## config.mk

```make
export PLATFORM = sky130hd
export DESIGN_NAME = rx_ring_fetcher
export DESIGN_NICKNAME = d
export VERILOG_FILES = /design/src/rtl/rxr_pkg.sv /design/src/rtl/rxr_ptr_regs.sv /design/src/rtl/rxr_ptr_advance.sv /design/src/rtl/rxr_fetch_eng.sv /design/src/rtl/rx_ring_fetcher.sv
export SDC_FILE = /design/constraint.sdc
export NUM_CORES = 1
export LEC_CHECK = 0
export ABC_AREA = 1
export BUFFER_PORTS_ARGS = -buffer_cell sky130_fd_sc_hd__buf_4
export CORE_ASPECT_RATIO = 1.25
export CORE_UTILIZATION = 40
export DETAILED_ROUTE_END_ITERATION = 16
export GPL_TIMING_DRIVEN = 1
export PLACE_DENSITY = 0.69
export SLEW_MARGIN = 20
export SYNTH_ARGS = -nofsm -noshare
export SYNTH_HDL_FRONTEND = slang
export SYNTH_SLANG_ARGS = --single-unit
```

## constraint.sdc

```tcl
create_clock -name clk -period 2.7 [get_ports clk]
set_input_delay 0.54 -clock clk [delete_from_list [all_inputs] [get_ports clk]]
set_output_delay 0.54 -clock clk [all_outputs]
set_load 0.03 [all_outputs]
```

## src/rtl/rxr_pkg.sv

```systemverilog
package rxr_pkg;
  localparam int RXR_WORDS = 4;

  typedef enum logic [2:0] {
    SEL_START  = 3'd0,
    SEL_END    = 3'd1,
    SEL_RDPTR  = 3'd2,
    SEL_WRPTR  = 3'd3,
    SEL_UPPER  = 3'd4,
    SEL_STATUS = 3'd5,
    SEL_CMD    = 3'd6
  } rxr_sel_e;

  typedef enum logic {
    FS_IDLE = 1'b0,
    FS_READ = 1'b1
  } rxr_fsm_e;
endpackage

```

## src/rtl/rxr_ptr_regs.sv

```systemverilog
module rxr_ptr_regs #(
  parameter int PTR_W = 16
) (
  input  logic             clk,
  input  logic             rst,
  input  logic             wr_en,
  input  logic [2:0]       wr_sel,
  input  logic [PTR_W-1:0] wr_data,
  input  logic             commit,
  input  logic [PTR_W-1:0] commit_ptr,
  input  logic             commit_exh,
  output logic [PTR_W-1:0] start_q,
  output logic [PTR_W-1:0] end_q,
  output logic [PTR_W-1:0] rd_q,
  output logic [PTR_W-1:0] wr_q,
  output logic [PTR_W-1:0] upper_q,
  output logic             exh_q,
  output logic             clear_hit
);
  import rxr_pkg::*;

  localparam logic [PTR_W-1:0] EVEN_MASK = ~{{(PTR_W-1){1'b0}}, 1'b1};

  rxr_sel_e sel;
  assign sel = rxr_sel_e'(wr_sel);

  // write-one-to-clear only acts on a flag that is currently set
  assign clear_hit = wr_en && (sel == SEL_STATUS) && wr_data[0] && exh_q;

  always_ff @(posedge clk) begin
    if (rst) begin
      start_q <= '0;
      end_q   <= '0;
      rd_q    <= '0;
      wr_q    <= '0;
      upper_q <= '0;
      exh_q   <= 1'b0;
    end else begin
      if (wr_en) begin
        case (sel)
          SEL_START: start_q <= wr_data & EVEN_MASK;
          SEL_END:   end_q   <= wr_data & EVEN_MASK;
          SEL_RDPTR: rd_q    <= wr_data & EVEN_MASK;
          SEL_WRPTR: wr_q    <= wr_data & EVEN_MASK;
          SEL_UPPER: upper_q <= wr_data;
          default: ;
        endcase
      end
      // the engine's pointer update wins over a same-cycle software write
      if (commit) rd_q <= commit_ptr;
      if (clear_hit) exh_q <= 1'b0;
      if (commit && commit_exh) exh_q <= 1'b1;
    end
  end
endmodule

```

## src/rtl/rxr_ptr_advance.sv

```systemverilog
module rxr_ptr_advance #(
  parameter int PTR_W = 16
) (
  input  logic [PTR_W-1:0] base,
  input  logic             wide,
  input  logic [PTR_W-1:0] ring_start,
  input  logic [PTR_W-1:0] ring_end,
  input  logic [PTR_W-1:0] wr_ptr,
  output logic [PTR_W-1:0] next_ptr,
  output logic             hit_exh
);
  import rxr_pkg::*;

  localparam logic [PTR_W-1:0] ENTRY_NARROW = PTR_W'(2 * RXR_WORDS);
  localparam logic [PTR_W-1:0] ENTRY_WIDE   = PTR_W'(4 * RXR_WORDS);

  logic [PTR_W-1:0] stepped;

  always_comb begin
    stepped  = base + (wide ? ENTRY_WIDE : ENTRY_NARROW);
    next_ptr = (stepped == ring_end) ? ring_start : stepped;
    hit_exh  = (next_ptr == wr_ptr);
  end
endmodule

```

## src/rtl/rxr_fetch_eng.sv

```systemverilog
module rxr_fetch_eng #(
  parameter int PTR_W  = 16,
  parameter int DATA_W = 16
) (
  input  logic               clk,
  input  logic               rst,
  input  logic               launch,
  input  logic               wide,
  input  logic [PTR_W-1:0]   rd_ptr,
  input  logic [PTR_W-1:0]   upper,
  input  logic               mem_ready,
  input  logic [DATA_W-1:0]  mem_rdata,
  output logic               mem_req,
  output logic [2*PTR_W-1:0] mem_addr,
  output logic               busy,
  output logic               done,
  output logic [PTR_W-1:0]   base_q,
  output logic               wide_q,
  output logic               commit,
  output logic [2*DATA_W-1:0] buf_addr,
  output logic [2*DATA_W-1:0] buf_words
);
  import rxr_pkg::*;

  localparam int              IDX_W  = $clog2(RXR_WORDS);
  localparam logic [IDX_W-1:0] LAST  = IDX_W'(RXR_WORDS - 1);
  localparam logic [PTR_W-1:0] STEP_N = PTR_W'(2);
  localparam logic [PTR_W-1:0] STEP_W = PTR_W'(4);

  rxr_fsm_e         state;
  logic [IDX_W-1:0] idx;
  logic [DATA_W-1:0] word_q [RXR_WORDS-1];
  logic [DATA_W-1:0] cur_word [RXR_WORDS];
  logic             take;

  assign take   = (state == FS_READ) && mem_ready;
  assign commit = take && (idx == LAST);

  genvar k;
  generate
    for (k = 0; k < RXR_WORDS; k++) begin : g_word
      if (k == RXR_WORDS - 1) begin : g_last
        assign cur_word[k] = mem_rdata;
      end else begin : g_store
        always_ff @(posedge clk) begin
          if (rst) word_q[k] <= '0;
          else if (take && idx == IDX_W'(k)) word_q[k] <= mem_rdata;
        end
        assign cur_word[k] = word_q[k];
      end
    end
  endgenerate

  always_ff @(posedge clk) begin
    if (rst) begin
      state     <= FS_IDLE;
      idx       <= '0;
      mem_req   <= 1'b0;
      mem_addr  <= '0;
      busy      <= 1'b0;
      done      <= 1'b0;
      base_q    <= '0;
      wide_q    <= 1'b0;
      buf_addr  <= '0;
      buf_words <= '0;
    end else begin
      done <= 1'b0;
      case (state)
        FS_IDLE: begin
          if (launch) begin
            state    <= FS_READ;
            idx      <= '0;
            base_q   <= rd_ptr;
            wide_q   <= wide;
            mem_req  <= 1'b1;
            mem_addr <= {upper, rd_ptr};
            busy     <= 1'b1;
          end
        end
        FS_READ: begin
          if (mem_ready) begin
            if (idx == LAST) begin
              state     <= FS_IDLE;
              mem_req   <= 1'b0;
              busy      <= 1'b0;
              done      <= 1'b1;
              buf_addr  <= {cur_word[1], cur_word[0]};
              buf_words <= {cur_word[3], cur_word[2]};
            end else begin
              idx <= idx + 1'b1;
              mem_addr[PTR_W-1:0] <= mem_addr[PTR_W-1:0] + (wide_q ? STEP_W : STEP_N);
            end
          end
        end
        default: state <= FS_IDLE;
      endcase
    end
  end
endmodule

```

## src/rtl/rx_ring_fetcher.sv

```systemverilog
module rx_ring_fetcher #(
  parameter int PTR_W  = 16,
  parameter int DATA_W = 16
) (
  input  logic                clk,
  input  logic                rst,
  input  logic                wide_mode,
  input  logic                reg_wr_en,
  input  logic [2:0]          reg_wr_sel,
  input  logic [PTR_W-1:0]    reg_wr_data,
  output logic                mem_req,
  output logic [2*PTR_W-1:0]  mem_addr,
  input  logic                mem_ready,
  input  logic [DATA_W-1:0]   mem_rdata,
  output logic                busy,
  output logic                done,
  output logic                exhausted,
  output logic [2*DATA_W-1:0] buf_addr,
  output logic [2*DATA_W-1:0] buf_words,
  output logic [PTR_W-1:0]    ring_start,
  output logic [PTR_W-1:0]    ring_end,
  output logic [PTR_W-1:0]    rd_ptr,
  output logic [PTR_W-1:0]    wr_ptr,
  output logic [PTR_W-1:0]    upper_addr
);
  import rxr_pkg::*;

  logic             clear_hit;
  logic             cmd_hit;
  logic             launch;
  logic             commit;
  logic [PTR_W-1:0] base_q;
  logic             wide_q;
  logic [PTR_W-1:0] next_ptr;
  logic             hit_exh;

  assign cmd_hit = reg_wr_en && (reg_wr_sel == SEL_CMD) && reg_wr_data[0];
  assign launch  = !busy && (cmd_hit || clear_hit);

  rxr_ptr_regs #(.PTR_W(PTR_W)) u_regs (
    .clk        (clk),
    .rst        (rst),
    .wr_en      (reg_wr_en),
    .wr_sel     (reg_wr_sel),
    .wr_data    (reg_wr_data),
    .commit     (commit),
    .commit_ptr (next_ptr),
    .commit_exh (hit_exh),
    .start_q    (ring_start),
    .end_q      (ring_end),
    .rd_q       (rd_ptr),
    .wr_q       (wr_ptr),
    .upper_q    (upper_addr),
    .exh_q      (exhausted),
    .clear_hit  (clear_hit)
  );

  rxr_ptr_advance #(.PTR_W(PTR_W)) u_adv (
    .base       (base_q),
    .wide       (wide_q),
    .ring_start (ring_start),
    .ring_end   (ring_end),
    .wr_ptr     (wr_ptr),
    .next_ptr   (next_ptr),
    .hit_exh    (hit_exh)
  );

  rxr_fetch_eng #(.PTR_W(PTR_W), .DATA_W(DATA_W)) u_eng (
    .clk       (clk),
    .rst       (rst),
    .launch    (launch),
    .wide      (wide_mode),
    .rd_ptr    (rd_ptr),
    .upper     (upper_addr),
    .mem_ready (mem_ready),
    .mem_rdata (mem_rdata),
    .mem_req   (mem_req),
    .mem_addr  (mem_addr),
    .busy      (busy),
    .done      (done),
    .base_q    (base_q),
    .wide_q    (wide_q),
    .commit    (commit),
    .buf_addr  (buf_addr),
    .buf_words (buf_words)
  );
endmodule

```

==> flow_metrics.tcl <==
set metrics [dict create \
    combPwrFrac 0.090 \
    cap_violations 0 \
    drc 0 \
    yosysUniqueCellTypes 32 \
    cts.sinks 244 \
    die_h_um 181 \
    critPathRequiredTime_ps 3170 \
    wl_per_cell_um 17.5 \
    status "finished with violations" \
    grt_antenna_before_repair 0 \
    p_sw_frac 0.253 \
    yosys_most_used_dff "dfxtp_1" \
    finalCritPeriodShare 1.10 \
    drt-met1-wl_um 13300 \
    seqPwrFrac 0.486 \
    skew_ps 8.60 \
    fp.dieW_um 145 \
    synth_seq_cells 244 \
    p_int_mw 5.92 \
    worstPathMaxFanout 7 \
    ant_nets 0 \
    power_switching_mw 2.01 \
    power.leakage_nw 6.11 \
    clock_latency_ps 530 \
    syn_area_per_cell_sq_um 7.76 \
    hp-class "primary input to register" \
    fmax_mhz 337 \
    worst_slack_ps -269 \
    grt_pass1_vias 9057 \
    final-max-slew-violation-count 0 \
    final_common_cell "buf_4" \
    drive_gt1_frac 0.255 \
    grt_max_degree 65 \
    rsz0062_at_grt "yes" \
    start_kind "register" \
    coreArea_sq_um 25200 \
    dieArea_sq_um 26300 \
    finalWirelength_um 33600 \
    diodes 0 \
    drt_iter0_markers 573 \
    numPortBuffers 216 \
    htree_levels 1 \
    routed.top_layer "met4" \
    synth_edf_count 48 \
    vias 9800 \
    grt_pass1_wl_um 51000 \
    stdcell_count 1925 \
    start_util 0.407 \
    post-route-min-period_ps 2970 \
    rrSetupSlack_ps -270 \
    dr.pass1.iters 5 \
    max-vdd-ir-drop_uv 395 \
    hpwl_um 24400 \
    postSynthCellCount 1322 \
    pin_count 220 \
    clkPwrFrac 0.424 \
    root_buffer "clkbuf_16" \
    grt.total_usage 0.249 \
    ctsLongestPathBuffers 3 \
    dr_wl_met2_um 16400 \
    dp_slack_ps -323 \
    crit_arrival_ps 3440 \
    final_util 0.541 \
    finalSetupTns_ps -997 \
    path_class "register to register" \
    routed_via_density 5.09 \
    final_cell_mix "280 x buf_4, 250 x nand2_1, 192 x dfxtp_1, 143 x nor2_1" \
    synthArstFlopShare 0 \
    clkTransAtPathRegs_ps 60 \
    dp.cells 1868 \
    rows 65 \
    hold_violations 0 \
    violations "setup timing" \
    area_delta_synth_final_pct 32.8 \
    wl_met3_um 1980 \
    overflow 0 \
    fill_cells 2386 \
    power_density_nw_per_um2 582 \
    seq_area_frac_synth 0.523 \
    fin_nets 1621 \
    syn_area_sq_um 10300 \
    end_kind "register" \
    gp_congestion 0.907 \
    maxSlewHeadroom 0.392 \
    cts_tree "built" \
    worst_pin_slew_ps 911 \
    yosysWarnings 0 \
    cts_buffers 25 \
    finalSetupViolCount 10 \
]
-- kinds of logic (layout without fill, tap and decap cells) --
logic type / after synthesis / after routing / share of synthesized area
other: 1 / 3 / 0.000365
AO/OA/AOI/OAI: 263 / 263 / 0.134
AND/OR/NAND/NOR: 602 / 602 / 0.253
flip-flops: 244 / 244 / 0.523
buffers and inverters: 202 / 468 / 0.0764
adder cells (fa/ha/maj): 10 / 10 / 0.0137
-- cell type report --
type	count	area, sq um	share of cell area
Inverter	130	490	0.0360
Clock inverter	16	120	0.00881
Clock buffer	30	674	0.0495
Multi-Input combinational cell	878	4310	0.316
Tap cell	335	419	0.0307
Sequential cell	244	5370	0.394
Timing Repair Buffer	292	2250	0.165
-- sequential cells by signal, indices dropped and copies added (netlist names), 16 cells and up --
name and cells:
u_eng.base_q 16, u_eng.mem_addr 32, buf_addr 32, u_regs.rd_q 16, u_eng.buf_words 16, buf_words 16
u_regs.upper_q 16, u_eng.word_q 48
-- power groups by stage --
stage	Clock (mW)	Sequential [mW]	Combinational [mW]
finish	3.36	3.86	0.715
global route	3.58	3.86	0.769
CTS	3.43	3.86	0.692
detailed placement	0	3.94	0.680
global placement	0	3.94	0.675
floorplan	0	4.01	0.284
-- Yosys cell counts, types with 8 or more instances --
master,instances,area share
nand3_1,128,0.062
dfxtp_1,196,0.38
a31oi_1,8,0.0049
nand2_1,269,0.098
a21oi_1,102,0.050
ha_1,8,0.0098
edfxtp_1,48,0.14
inv_1,130,0.048
nand2_2,19,0.012
o21ai_0,135,0.066
nand4_1,17,0.010
nor2_1,149,0.054
a211oi_1,11,0.0080
clkbuf_1,59,0.022
-- routing by layer --
metal  vias to the layer above  global-route usage
li1                       4833                   -
met1                      4536               0.293
met2                       336               0.435
met3                        95              0.0386
met4                         0               0.136
met5                         -                   0
-- what timing repair did --
action,4_1_cts,5_1_grt
setup endpoints to repair,18,21
gates resized for setup,18,53
gates cloned,0,1
pin swaps,6,20
buffers inserted,8,2
hold buffers,0,0
-- per-stage QoR --
stage | hold slack, ps | cell area, sq um | total power [mW]
6_report | 300 | 13600 | 7.93
5_1_grt | 291 | 13600 | 8.21
4_1_cts | 275 | 13500 | 7.98
3_5_place_dp | 418 | 12500 | 4.62
3_3_place_gp | 414 | 12500 | 4.61
2_1_floorplan | 412 | 10300 | 4.29
-- path summary, 6_finish.rpt --
kind,start,end,cells after the start
hold / removal,reg_wr_data[0],u_regs.upper_q[0],3
hold reg to reg,u_eng.word_q[2][8],buf_words[8],2
setup reg to reg,u_eng.wide_q,u_regs.exh_q,22
setup / recovery,u_eng.wide_q,u_regs.exh_q,22
-- critical path: stages (launching register included) --
cell and delay, ps:
dfxtp_2 320, inv_2 70, ha_4 130, inv_2 30, fa_2 560, inv_2 40
nand2_1 50, nand2_1 40, nor2_1 90, nand3_1 110, nor2_1 90, nand3_1 110
nor3_4 220, buf_4 170, buf_6 120, nand4_1 140, nand3_1 130, nand2_1 70
nor2_2 110, nand2_1 50, nor2_1 80, nand2_1 70, a21oi_2 100
(Power assumes the default switching activity.)
